**src/rtl/dr_add_pkg.sv**
```systemverilog
package dr_add_pkg;
  localparam int NUM_RAILS = 4;
  localparam int RAIL_ST   = 0;
  localparam int RAIL_SF   = 1;
  localparam int RAIL_CT   = 2;
  localparam int RAIL_CF   = 3;

  function automatic logic dr_eq(logic at, logic af, logic bt, logic bf);
    return (at & bt) | (af & bf);
  endfunction

  function automatic logic dr_dif(logic at, logic af, logic bt, logic bf);
    return (at & bf) | (af & bt);
  endfunction
endpackage

```
**src/rtl/dr_add_rail.sv**
```systemverilog
module dr_add_rail (
  input  logic clk_i,
  input  logic rst_ni,
  input  logic set_i,
  input  logic clr_i,
  output logic q_o
);
  always_ff @(posedge clk_i or negedge rst_ni) begin
    if (!rst_ni)    q_o <= 1'b0;
    else if (set_i) q_o <= 1'b1;
    else if (clr_i) q_o <= 1'b0;
  end


  rail_hold_chk: assert property (@(posedge clk_i) disable iff (!rst_ni)
    (!set_i && !clr_i) |=> (q_o == $past(q_o)));
endmodule

```
**src/rtl/dr_add_cin.sv**
```systemverilog
module dr_add_cin (
  input  logic clk_i,
  input  logic rst_ni,
  input  logic a0_t_i,
  input  logic a0_f_i,
  output logic c_t_o,
  output logic c_f_o
);
  logic a0_valid;
  assign a0_valid = a0_t_i | a0_f_i;
  assign c_t_o    = 1'b0;

  dr_add_rail u_cf (
    .clk_i (clk_i),
    .rst_ni(rst_ni),
    .set_i (a0_valid),
    .clr_i (~a0_valid),
    .q_o   (c_f_o)
  );


  cin_follow_chk: assert property (@(posedge clk_i) disable iff (!rst_ni)
    a0_valid |=> c_f_o);

  cin_drop_chk: assert property (@(posedge clk_i) disable iff (!rst_ni)
    !a0_valid |=> !c_f_o);
endmodule

```
**src/rtl/dr_add_cell.sv**
```systemverilog
module dr_add_cell
  import dr_add_pkg::*;
(
  input  logic clk_i,
  input  logic rst_ni,
  input  logic a_t_i,
  input  logic a_f_i,
  input  logic b_t_i,
  input  logic b_f_i,
  input  logic ci_t_i,
  input  logic ci_f_i,
  output logic s_t_o,
  output logic s_f_o,
  output logic co_t_o,
  output logic co_f_o
);
  logic eq, dif, ab_neutral, ci_neutral;
  logic [NUM_RAILS-1:0] set_v, clr_v, q_v;

  always_comb begin
    eq         = dr_eq(a_t_i, a_f_i, b_t_i, b_f_i);
    dif        = dr_dif(a_t_i, a_f_i, b_t_i, b_f_i);
    ab_neutral = ~(a_t_i | a_f_i | b_t_i | b_f_i);
    ci_neutral = ~(ci_t_i | ci_f_i);
    set_v[RAIL_ST] = (ci_t_i & eq) | (ci_f_i & dif);
    set_v[RAIL_SF] = (ci_f_i & eq) | (ci_t_i & dif);
    set_v[RAIL_CT] = (a_t_i & b_t_i) | ((a_t_i | b_t_i) & ci_t_i);
    set_v[RAIL_CF] = (a_f_i & b_f_i) | ((a_f_i | b_f_i) & ci_f_i);
    clr_v[RAIL_ST] = ci_neutral;
    clr_v[RAIL_SF] = ci_neutral;
    clr_v[RAIL_CT] = ab_neutral;
    clr_v[RAIL_CF] = ab_neutral;
  end

  for (genvar g = 0; g < NUM_RAILS; g++) begin : g_rail
    dr_add_rail u_rail (
      .clk_i (clk_i),
      .rst_ni(rst_ni),
      .set_i (set_v[g]),
      .clr_i (clr_v[g]),
      .q_o   (q_v[g])
    );
  end

  assign s_t_o  = q_v[RAIL_ST];
  assign s_f_o  = q_v[RAIL_SF];
  assign co_t_o = q_v[RAIL_CT];
  assign co_f_o = q_v[RAIL_CF];


  sum_excl_chk: assert property (@(posedge clk_i) disable iff (!rst_ni)
    !(s_t_o && s_f_o));

  sum_wait_chk: assert property (@(posedge clk_i) disable iff (!rst_ni)
    ($rose(s_t_o) || $rose(s_f_o)) |-> $past(ci_t_i | ci_f_i));

  carry_early_chk: assert property (@(posedge clk_i) disable iff (!rst_ni)
    eq |=> (co_t_o | co_f_o));

  carry_clear_chk: assert property (@(posedge clk_i) disable iff (!rst_ni)
    ab_neutral |=> !(co_t_o | co_f_o));
endmodule

```
**src/rtl/dr_add_done.sv**
```systemverilog
module dr_add_done #(
  parameter int W = 9
) (
  input  logic [W-1:0] t_i,
  input  logic [W-1:0] f_i,
  output logic         done_o,
  output logic         idle_o
);
  assign done_o = &(t_i ^ f_i);
  assign idle_o = ~|(t_i | f_i);
endmodule

```
**src/rtl/dr_ripple_adder.sv**
```systemverilog
module dr_ripple_adder #(
  parameter int N = 8
) (
  input  logic         clk_i,
  input  logic         rst_ni,
  input  logic [N-1:0] a_t_i,
  input  logic [N-1:0] a_f_i,
  input  logic [N-1:0] b_t_i,
  input  logic [N-1:0] b_f_i,
  output logic [N:0]   sum_t_o,
  output logic [N:0]   sum_f_o,
  output logic         done_o,
  output logic         idle_o
);
  localparam int SW = N + 1;

  logic [N:0] c_t, c_f;

  dr_add_cin u_cin (
    .clk_i (clk_i),
    .rst_ni(rst_ni),
    .a0_t_i(a_t_i[0]),
    .a0_f_i(a_f_i[0]),
    .c_t_o (c_t[0]),
    .c_f_o (c_f[0])
  );

  for (genvar k = 0; k < N; k++) begin : g_cell
    dr_add_cell u_cell (
      .clk_i (clk_i),
      .rst_ni(rst_ni),
      .a_t_i (a_t_i[k]),
      .a_f_i (a_f_i[k]),
      .b_t_i (b_t_i[k]),
      .b_f_i (b_f_i[k]),
      .ci_t_i(c_t[k]),
      .ci_f_i(c_f[k]),
      .s_t_o (sum_t_o[k]),
      .s_f_o (sum_f_o[k]),
      .co_t_o(c_t[k+1]),
      .co_f_o(c_f[k+1])
    );
  end

  assign sum_t_o[N] = c_t[N];
  assign sum_f_o[N] = c_f[N];

  dr_add_done #(.W(SW)) u_done (
    .t_i   (sum_t_o),
    .f_i   (sum_f_o),
    .done_o(done_o),
    .idle_o(idle_o)
  );


  done_idle_chk: assert property (@(posedge clk_i) disable iff (!rst_ni)
    !(done_o && idle_o));

  idle_reach_chk: assert property (@(posedge clk_i) disable iff (!rst_ni)
    (~|{a_t_i, a_f_i, b_t_i, b_f_i} && $past(~|{a_t_i, a_f_i, b_t_i, b_f_i}))
    |=> idle_o);

  cin_true_low_chk: assert property (@(posedge clk_i) disable iff (!rst_ni)
    !c_t[0]);
endmodule

```
**config.mk**
```make
export PLATFORM = sky130hd
export DESIGN_NAME = dr_ripple_adder
export DESIGN_NICKNAME = d
export VERILOG_FILES = /design/src/rtl/dr_add_pkg.sv /design/src/rtl/dr_add_rail.sv /design/src/rtl/dr_add_cin.sv /design/src/rtl/dr_add_cell.sv /design/src/rtl/dr_add_done.sv /design/src/rtl/dr_ripple_adder.sv
export SDC_FILE = /design/constraint.sdc
export NUM_CORES = 1
export LEC_CHECK = 0
export CORE_MARGIN = 2
export CORE_UTILIZATION = 48
export CTS_CLUSTER_DIAMETER = 80
export DETAILED_ROUTE_END_ITERATION = 8
export PLACE_DENSITY = 0.8
export SLEW_MARGIN = 25
export SYNTH_ARGS = -nofsm -noshare
export SYNTH_HDL_FRONTEND = slang
export SYNTH_SLANG_ARGS = --single-unit
export TNS_END_PERCENT = 5
```
**constraint.sdc**
```tcl
create_clock -name clk_i -period 1.2 [get_ports clk_i]
set_input_delay 0.24 -clock clk_i [delete_from_list [all_inputs] [get_ports clk_i]]
set_output_delay 0.24 -clock clk_i [all_outputs]
set_load 0.01 [all_outputs]
```
==> results of run 1 <==
state kept, by name (all words and copies together), names as in the netlist:
signal and cells:
g_cell.u_cell.g_rail.u_rail.q_o 32, u_cin.u_cf.q_o 1
Yosys cell counts (all sizes together):
master / n / area, sq um
o221ai: 8 / 70.1
a22oi: 8 / 60.1
a221oi: 2 / 17.5
nand3: 2 / 10.0
o21ai: 8 / 40.0
dfrtp: 33 / 826
maj3: 15 / 150
inv: 26 / 97.6
o31a: 1 / 8.76
or4: 8 / 71.3
ha: 9 / 113
a221o: 11 / 120
o22a: 1 / 8.76
or2: 1 / 6.26
o21a: 16 / 120
buf: 18 / 135
nor3: 2 / 10.0
nand4: 2 / 12.5
nand2: 2 / 7.51
a22o: 7 / 61.3
nor2b: 2 / 12.5
stage by stage:
step | power [uW] | utilization [%] | cell area (sq um) | hold slack, ps
global route | 2580 | 71.5 | 2840 | 355
CTS | 2460 | 69.4 | 2760 | 341
floorplan | 1380 | - | 1960 | -55.6
detailed placement | 1700 | 69.2 | 2750 | 521
global placement | 1690 | 69.2 | 2750 | 527
finish | 2460 | 71.5 | 2840 | 336
worst min-delay path by stage:
stage and endpoint:
2_1_floorplan g_cell[0].u_cell.g_rail[0].u_rail.q_o$_DFFE_PN0P_, 3_3_place_gp g_cell[0].u_cell.g_rail[1].u_rail.q_o$_DFFE_PN0P_, 3_5_place_dp g_cell[0].u_cell.g_rail[1].u_rail.q_o$_DFFE_PN0P_, 4_1_cts g_cell[6].u_cell.g_rail[3].u_rail.q_o$_DFFE_PN0P_
5_1_grt g_cell[6].u_cell.g_rail[2].u_rail.q_o$_DFFE_PN0P_, 6_report g_cell[6].u_cell.g_rail[3].u_rail.q_o$_DFFE_PN0P_
what timing repair did:
action,4_1_cts,5_1_grt
endpoints found under the hold margin,0,0
gates resized for setup,95,14
pin swaps,3,7
endpoints found under the setup margin,31,20
buffers inserted,2,3
power groups by stage:
stage | Combinational [uW] | Sequential (uW) | Clock (uW)
detailed placement | 489 | 1220 | 0
finish | 502 | 1190 | 764
global route | 553 | 1200 | 831
floorplan | 166 | 1210 | 0
global placement | 476 | 1210 | 0
CTS | 484 | 1190 | 782
cell type report:
class	instances	area share [%]
Clock buffer	8	2.82
Inverter	26	3.44
Sequential cell	33	29.1
Timing Repair Buffer	100	29.6
Tap cell	50	2.20
Multi-Input combinational cell	105	32.8
cell families after synthesis:
logic type	count (synthesis)	synth area share [%]
flip-flops	33	42.2
AND/OR/NAND/NOR	19	6.65
buffers and inverters	44	11.9
adder cells (fa/ha/maj)	24	13.4
AO/OA/AOI/OAI	62	25.9
per-layer routing:
| metal | up-vias | routed length [um] | GRT usage [%] |
|---|---|---|---|
| met5 | - | 0 | 0 |
| met2 | 40 | 2230 | 33.1 |
| met4 | 0 | 27 | 5.75 |
| met3 | 2 | 184 | 3.62 |
| li1 | 859 | - | - |
| met1 | 829 | 2030 | 27.0 |
==> flow_summary_export.csv, run 1 <==
group,metric,value,unit
power_and_ir_drop,p_per_area,867,nW/um^2
power_and_ir_drop,ir_worst_vdd,0.679,mV
timing,setup_violations,9,
clock_network,cts_sinks,33,
power_and_ir_drop,pwr-share-seq,48.5,%
global_routing,grt_usage,20.0,%
worst_setup_path,cp.depth,5,
placed_design,dp_cells,309,
layout,final_common_cell,"buf_4",
timing,rsz0062_at_grt,"true",
detailed_routing,via_count,1730,
detailed_routing,routed_wl,4.47,mm
global_routing,grt_max_degree,34,
synth,synth.cell_area,1960,sq um
detailed_routing,drc,0,
floorplanning,start_util,49.3,%
placed_design,io_buffers,53,
worst_setup_path,reg2reg_from,"g_cell[7].u_cell.g_rail[0].u_rail.q_o$_DFFE_PN0P_",
detailed_routing,drt_first_pass_iters,4,
layout,finalNetCount,314,
worst_setup_path,path_buf_inv,2,
timing,setup_slack,-418,ps
layout,multi_input_area,932,sq um
synth,synth_nets,225,
layout,layout_common_cells,"buf_4 (41), dfrtp_1 (33), inv_1 (25)",
timing,fin_crit,1620,ps
timing,worst_slew_pin_slew,240,ps
layout,area_growth,45.0,%
detailed_routing,drtIter0Drc,112,
power_and_ir_drop,switchingPower,605,uW
outcome,violations,"setup timing",
worst_setup_path,critical_path_class,"register to output pin",
global_routing,grt_overflow_total,0,
detailed_routing,avgViaCountPerCell,5.37,
floorplanning,pin_count,54,
worst_setup_path,critPathLaunchType,"register",
worst_setup_path,rrSetupSlack,-90,ps
worst_setup_path,crit_path_end,"done_o",
power_and_ir_drop,pwr-share-comb,20.4,%
synth,synth-seq-area-share,42.2,%
global_routing,grt_pass1_wl,6.90,mm
power_and_ir_drop,clockPowerShare,31.0,%
worst_setup_path,cp_max_fo,2,
synth,synth.distinct_cells,23,
clock_network,ctsHoldBuffers,0,
clock_network,worst_setup_hold_path_clk_slew,60,ps
power_and_ir_drop,p_leak,0.00132,uW
clock_network,cts_tree,"yes",
global_routing,antenna_found_initial,0,
worst_setup_path,crit_path_end_kind,"output pin",
synth,postSynthCellCount,182,
layout,antenna_cells,0,
worst_setup_path,cp_top_family,"flip-flops",
worst_setup_path,startpoint,"g_cell[7].u_cell.g_rail[0].u_rail.q_o$_DFFE_PN0P_",
floorplanning,die_y,67.9,um
layout,fillers,302,
worst_setup_path,worstPathRequired,960,ps
layout,drive_gt1_share,33.5,%
layout,final_cells,322,
synth,syn_area_per_cell,10.8,sq um
global_routing,grt_pass1_vias,1616,
timing,worst_clock_skew,1.30,ps
worst_setup_path,rr_worst_depth,4,
timing,relSlewSlack,84.0,%
worst_setup_path,crit_chain,"inv_1, ha_1, nand4_1, nor3_2, buf_2",
timing,timing.final.max_slew_violations,0,
floorplanning,die-area,4610,sq um
timing,max_freq,0.618,GHz
placed_design,dp_hpwl,3.46,mm
worst_setup_path,slowest_delay,350,ps
timing,finalCritPeriodShare,135,%
clock_network,cts_buffer_depth,2,
worst_setup_path,crit_arrival,1380,ps
floorplanning,die_x,67.9,um
worst_setup_path,rr_endpoint,"g_cell[7].u_cell.g_rail[0].u_rail.q_o$_DFFE_PN0P_",
synth,ys_ff_latch,33,
synth,ys_warn_count,0,
placed_design,gp_congestion,0.774,
floorplanning,rows,23,
clock_network,htree_levels,2,
worst_setup_path,crit_path_top_delay_cell,"dfrtp_1",
worst_hold_path,hold_class,"input pin to asynchronous set/reset pin",
placed_design,post-place-ws,-541,ps
layout,final-seq-area,826,sq um
job,max_cap_viol_count,0,
floorplanning,core,3970,sq um
clock_network,clock_tree.root_cell,"clkbuf_8",
outcome,outcome,"finished, violations left",
power_and_ir_drop,p_sw_share,24.6,%
timing,final-hold-violation-count,0,
clock_network,clock_latency,270,ps
detailed_routing,final_antenna_net_count,0,
timing,finalSetupTns,-1120,ps
power_and_ir_drop,intPower,1860,uW
detailed_routing,wire_per_inst,13.9,um
clock_network,cts_buffers,5,
Power figures use the tool's default switching activity.
==> run 2: changes to the inputs <==
--- a/config.mk
+++ b/config.mk
@@ -6,11 +6,9 @@
 export NUM_CORES = 1
 export LEC_CHECK = 0
 export CORE_MARGIN = 2
-export CORE_UTILIZATION = 48
+export CORE_UTILIZATION = 35
 export CTS_CLUSTER_DIAMETER = 80
 export DETAILED_ROUTE_END_ITERATION = 8
-export PLACE_DENSITY = 0.8
-export SLEW_MARGIN = 25
 export SYNTH_ARGS = -nofsm -noshare
 export SYNTH_HDL_FRONTEND = slang
 export SYNTH_SLANG_ARGS = --single-unit
==> flow_summary_export.csv, run 2 (same netlist as run 1, synthesis figures left out) <==
group,metric,value,unit
clock_network,clock_latency,270,ps
layout,area_growth,48.8,%
floorplanning,die_y,78.8,um
layout,layout_common_cells,"buf_4 (40), dfrtp_1 (33), inv_1 (24)",
worst_setup_path,rr_worst_depth,4,
power_and_ir_drop,p_leak,0.00133,uW
placed_design,dp_hpwl,3.31,mm
timing,timing.final.max_slew_violations,0,
floorplanning,core,5440,sq um
timing,worst_slew_pin_slew,253,ps
detailed_routing,drt_first_pass_iters,4,
worst_setup_path,rr_endpoint,"g_cell[7].u_cell.g_rail[0].u_rail.q_o$_DFFE_PN0P_",
worst_setup_path,critical_path_class,"register to output pin",
layout,final_util,53.6,%
clock_network,ctsHoldBuffers,0,
timing,fin_crit,1620,ps
timing,relSlewSlack,83.1,%
global_routing,grt_overflow_total,0,
timing,setup_slack,-418,ps
detailed_routing,drtIter0Drc,60,
worst_setup_path,crit_path_end_kind,"output pin",
power_and_ir_drop,clockPowerShare,32.5,%
floorplanning,rows,27,
power_and_ir_drop,intPower,1900,uW
worst_setup_path,crit_chain,"inv_1, ha_1, nand4_1, nor3_2, buf_2",
timing,worst_clock_skew,2.99,ps
detailed_routing,drc,0,
clock_network,cts_buffer_depth,2,
worst_setup_path,slowest_delay,360,ps
clock_network,cts_buffers,5,
floorplanning,die-area,6210,sq um
timing,finalCritPeriodShare,135,%
timing,final-hold-violation-count,0,
timing,setup_violations,7,
global_routing,grt_usage,14.5,%
outcome,outcome,"finished, violations left",
clock_network,worst_setup_hold_path_clk_slew,60,ps
global_routing,grt_pass1_vias,1655,
worst_setup_path,worstPathRequired,960,ps
detailed_routing,final_antenna_net_count,0,
global_routing,grt_max_degree,34,
detailed_routing,avgViaCountPerCell,5.03,
worst_setup_path,crit_path_end,"done_o",
job,max_cap_viol_count,0,
outcome,violations,"setup timing",
power_and_ir_drop,p_sw_share,24.0,%
worst_setup_path,reg2reg_from,"g_cell[7].u_cell.g_rail[0].u_rail.q_o$_DFFE_PN0P_",
detailed_routing,wire_per_inst,12.3,um
placed_design,post-place-ws,-549,ps
power_and_ir_drop,ir_worst_vdd,0.783,mV
layout,largest_reg_flops,32,
timing,max_freq,0.618,GHz
floorplanning,die_x,78.8,um
clock_network,htree_levels,2,
worst_setup_path,crit_arrival,1380,ps
placed_design,io_buffers,53,
floorplanning,start_util,36.0,%
power_and_ir_drop,power,2500,uW
power_and_ir_drop,switchingPower,601,uW
worst_setup_path,path_buf_inv,2,
layout,final_common_cell,"buf_4",
detailed_routing,routed_wl,4.22,mm
layout,finalNetCount,315,
worst_setup_path,rrSetupSlack,-50,ps
worst_setup_path,startpoint,"g_cell[7].u_cell.g_rail[0].u_rail.q_o$_DFFE_PN0P_",
timing,rsz0062_at_grt,"true",
layout,fillers,518,
layout,antenna_cells,0,
power_and_ir_drop,pwr-share-seq,47.7,%
layout,drive_gt1_share,34.6,%
worst_setup_path,cp_max_fo,2,
clock_network,clock_tree.root_cell,"clkbuf_8",
global_routing,antenna_found_initial,0,
layout,largest_register,"g_cell.u_cell.g_rail.u_rail.q_o",
worst_setup_path,crit_path_top_delay_cell,"dfrtp_1",
worst_hold_path,hold_class,"input pin to asynchronous set/reset pin",
clock_network,cts_sinks,33,
placed_design,gp_congestion,0.740,
detailed_routing,via_count,1731,
layout,reg_top3,"g_cell.u_cell.g_rail.u_rail.q_o x32, u_cin.u_cf.q_o x1",
worst_setup_path,critPathLaunchType,"register",
power_and_ir_drop,pwr-share-comb,19.7,%
clock_network,cts_tree,"yes",
floorplanning,pin_count,54,
power_and_ir_drop,p_per_area,857,nW/um^2
worst_setup_path,cp_top_family,"flip-flops",
worst_setup_path,cp.depth,5,
global_routing,grt_pass1_wl,7.16,mm
## run 2: worst min-delay path by stage
| stage | cells past startpoint | startpoint | endpoint | slack, ps |
|---|---|---|---|---|
| CTS | 2 | rst_ni | g_cell[5].u_cell.g_rail[0].u_rail.q_o$_DFFE_PN0P_ | 330 |
| finish | 2 | rst_ni | g_cell[5].u_cell.g_rail[0].u_rail.q_o$_DFFE_PN0P_ | 320 |
| detailed placement | 1 | u_cin.u_cf.q_o$_DFF_PN0_ | g_cell[0].u_cell.g_rail[1].u_rail.q_o$_DFFE_PN0P_ | 520 |
| floorplan | 0 | rst_ni | g_cell[0].u_cell.g_rail[0].u_rail.q_o$_DFFE_PN0P_ | -60 |
| global route | 2 | rst_ni | g_cell[5].u_cell.g_rail[0].u_rail.q_o$_DFFE_PN0P_ | 340 |
| global placement | 1 | u_cin.u_cf.q_o$_DFF_PN0_ | g_cell[0].u_cell.g_rail[1].u_rail.q_o$_DFFE_PN0P_ | 530 |
## run 2: worst reg2reg max path, stage by stage, from the launching register on
cell	delay, ps
dfrtp_1	390
buf_6	120
buf_6	110
a221o_2	290
a22o_1	230
## run 2: cell type report
type | count | area [sq um] | area share, %
sequential | 33 | 826 | 28.4
timing repair buffer | 101 | 880 | 30.2
inverter | 26 | 97.6 | 3.35
tap | 72 | 90.1 | 3.09
clock buffer | 7 | 86.3 | 2.96
multi-input combinational | 105 | 933 | 32.0
## run 2: power by group through the flow
| stage | Clock, uW | Combinational, uW | Sequential, uW |
|---|---|---|---|
| 2_1_floorplan | 0 | 166 | 1210 |
| 3_3_place_gp | 0 | 492 | 1210 |
| 3_5_place_dp | 0 | 495 | 1210 |
| 4_1_cts | 842 | 471 | 1190 |
| 5_1_grt | 890 | 545 | 1200 |
| 6_report | 813 | 493 | 1190 |
## run 2: what timing repair did
item	CTS	global route
resized for setup	91	23
pin swaps	2	7
setup buffers	0	4
endpoints found under the setup margin	31	23
hold endpoints to repair	0	0
## run 2: metal layers
metal,part of all wire [%],up-vias,track usage (%),wire [um]
met5,0,-,0,0
met4,1.1,0,5.44,47
met3,5.1,6,4.09,215
met2,43,41,22.0,1820
met1,51,821,19.8,2130
li1,-,863,-,-
## run 2: metrics by stage
stage	hold WS (ps)	TNS, ps	cells	cell area (sq um)
5_1_grt	343	-1390	344	2910
4_1_cts	326	-830	340	2780
6_report	322	-1050	344	2910
2_1_floorplan	-55.6	-27.4	182	1960
3_3_place_gp	529	-9170	333	2790
3_5_place_dp	520	-9380	333	2790
==> run 3: changes to the inputs <==
--- a/config.mk
+++ b/config.mk
@@ -9,6 +9,7 @@
 export CORE_UTILIZATION = 35
 export CTS_CLUSTER_DIAMETER = 80
 export DETAILED_ROUTE_END_ITERATION = 8
+export GPL_TIMING_DRIVEN = 0
 export SYNTH_ARGS = -nofsm -noshare
 export SYNTH_HDL_FRONTEND = slang
 export SYNTH_SLANG_ARGS = --single-unit
==> flow_summary_export.csv, run 3 (same netlist as run 1, synthesis figures left out) <==
group,metric,value,unit
placed_design,post-place-ws,-638,ps
layout,reg_top3,"g_cell.u_cell.g_rail.u_rail.q_o x32, u_cin.u_cf.q_o x1",
power_and_ir_drop,switchingPower,605,uW
placed_design,gp_congestion,0.732,
worst_setup_path,crit_arrival,1410,ps
layout,antenna_cells,0,
worst_setup_path,rr_worst_depth,3,
timing,worst_slew_pin_slew,731,ps
timing,rsz0062_at_grt,"true",
detailed_routing,drc,0,
worst_setup_path,cp_max_fo,2,
floorplanning,die_x,78.8,um
global_routing,grt_max_degree,34,
worst_setup_path,startpoint,"g_cell[7].u_cell.g_rail[0].u_rail.q_o$_DFFE_PN0P_",
worst_setup_path,crit_chain,"inv_2, ha_4, nand4_1, nor3_2, buf_2",
worst_setup_path,worstPathRequired,960,ps
power_and_ir_drop,clockPowerShare,33.4,%
worst_setup_path,critPathLaunchType,"register",
detailed_routing,via_count,1639,
clock_network,cts_sinks,33,
detailed_routing,drtIter0Drc,57,
global_routing,grt_pass1_vias,1522,
job,max_cap_viol_count,0,
timing,setup_violations,12,
timing,worst_clock_skew,5.62,ps
layout,largest_register,"g_cell.u_cell.g_rail.u_rail.q_o",
timing,final-hold-violation-count,0,
clock_network,worst_setup_hold_path_clk_slew,60,ps
timing,finalSetupTns,-1590,ps
clock_network,ctsHoldBuffers,0,
outcome,outcome,"finished, violations left",
worst_setup_path,slowest_delay,390,ps
timing,relSlewSlack,51.3,%
worst_setup_path,path_buf_inv,2,
worst_setup_path,cp_top_family,"flip-flops",
timing,max_freq,0.607,GHz
worst_setup_path,rrSetupSlack,20,ps
power_and_ir_drop,ir_worst_vdd,0.568,mV
timing,holdWs,23.3,ps
worst_hold_path,hold_class,"input pin to asynchronous set/reset pin",
timing,fin_crit,1650,ps
detailed_routing,drt_first_pass_iters,4,
power_and_ir_drop,p_leak,0.00135,uW
power_and_ir_drop,pwr-share-seq,49.0,%
global_routing,antenna_found_initial,0,
floorplanning,rows,27,
layout,layout_common_cells,"buf_6 (34), dfrtp_1 (33), inv_1 (24)",
clock_network,htree_levels,2,
power_and_ir_drop,p_per_area,857,nW/um^2
worst_setup_path,critical_path_class,"register to output pin",
global_routing,grt_overflow_total,0,
floorplanning,start_util,36.0,%
layout,final_common_cell,"buf_6",
layout,largest_reg_flops,32,
floorplanning,pin_count,54,
clock_network,cts_tree,"yes",
worst_setup_path,crit_path_end_kind,"output pin",
clock_network,cts_buffer_depth,2,
worst_setup_path,crit_path_end,"done_o",
timing,timing.final.max_slew_violations,0,
outcome,violations,"setup timing",
floorplanning,die_y,78.8,um
power_and_ir_drop,intPower,1860,uW
layout,finalNetCount,296,
worst_setup_path,rr_endpoint,"g_cell[7].u_cell.g_rail[0].u_rail.q_o$_DFFE_PN0P_",
placed_design,dp_hpwl,3.03,mm
timing,setup_slack,-446,ps
detailed_routing,routed_wl,4.20,mm
power_and_ir_drop,pwr-share-comb,17.6,%
global_routing,grt_usage,14.2,%
power_and_ir_drop,p_sw_share,24.6,%
worst_setup_path,cp.depth,5,
detailed_routing,final_antenna_net_count,0,
layout,final_util,52.8,%
clock_network,cts_buffers,5,
layout,drive_gt1_share,30.8,%
timing,finalCritPeriodShare,137,%
floorplanning,core,5440,sq um
placed_design,io_buffers,53,
worst_setup_path,reg2reg_from,"g_cell[7].u_cell.g_rail[0].u_rail.q_o$_DFFE_PN0P_",
worst_setup_path,crit_path_top_delay_cell,"dfrtp_1",
detailed_routing,wire_per_inst,12.9,um
power_and_ir_drop,power,2460,uW
global_routing,grt_pass1_wl,6.91,mm
detailed_routing,avgViaCountPerCell,5.04,
floorplanning,die-area,6210,sq um
clock_network,clock_tree.root_cell,"clkbuf_8",
clock_network,clock_latency,280,ps
layout,area_growth,46.7,%
[run 3: cell count changes in the layout (fill, tap and decap cells not counted), sizes merged]
cell	delta
buf	-18
clkdlybuf4s50	-11
dlymetal6s2s	+7
dlygate4sd2	+3
[run 3: repair_timing]
item | CTS | global route
pin swaps | 5 | 4
buffers inserted | 10 | 1
setup endpoints to repair | 37 | 28
cloned | 0 | 0
gates resized for setup | 58 | 32
[run 3: worst min-delay path by stage]
| stage | endpoint | cells past startpoint |
|---|---|---|
| after global routing | u_cin.u_cf.q_o$_DFF_PN0_ | 1 |
| final | u_cin.u_cf.q_o$_DFF_PN0_ | 1 |
| after floorplan | g_cell[0].u_cell.g_rail[0].u_rail.q_o$_DFFE_PN0P_ | 0 |
| after CTS | g_cell[4].u_cell.g_rail[3].u_rail.q_o$_DFFE_PN0P_ | 1 |
| after global placement | g_cell[0].u_cell.g_rail[0].u_rail.q_o$_DFFE_PN0P_ | 1 |
| after detailed placement | u_cin.u_cf.q_o$_DFF_PN0_ | 1 |
[run 3: layout make-up]
type	instances	area, sq um
fillers	511	2570
clock buffers	7	86.3
repair buffers	64	647
well taps	72	90.1
multi-input cells	105	950
inverters	26	97.6
flip-flops and latches	33	826
plain buffers	18	176
[run 3: power by group through the flow]
stage	sequential (uW)	clock, uW	combinational (uW)
2_1_floorplan	1210	0	166
3_3_place_gp	1230	0	400
3_5_place_dp	1230	0	401
4_1_cts	1200	854	422
5_1_grt	1210	898	478
6_report	1210	823	433
[run 3: per-stage QoR]
stage,instances,cell area (sq um)
2_1_floorplan,182,1960
3_3_place_gp,307,2580
3_5_place_dp,307,2580
4_1_cts,324,2750
5_1_grt,325,2870
6_report,325,2870
[run 3: worst register-to-register path, cell delays in order, from the launching register on]
cell and delay (ps):
dfrtp_1 410, buf_4 160, a221o_2 290, a22o_1 220
[run 3: layer usage]
metal,global-route usage [%],up-vias,routed length (um)
met3,3.98,2,229
met5,0,-,0
met1,20.0,779,2060
met2,21.4,38,1890
li1,-,820,-
met4,4.21,0,22
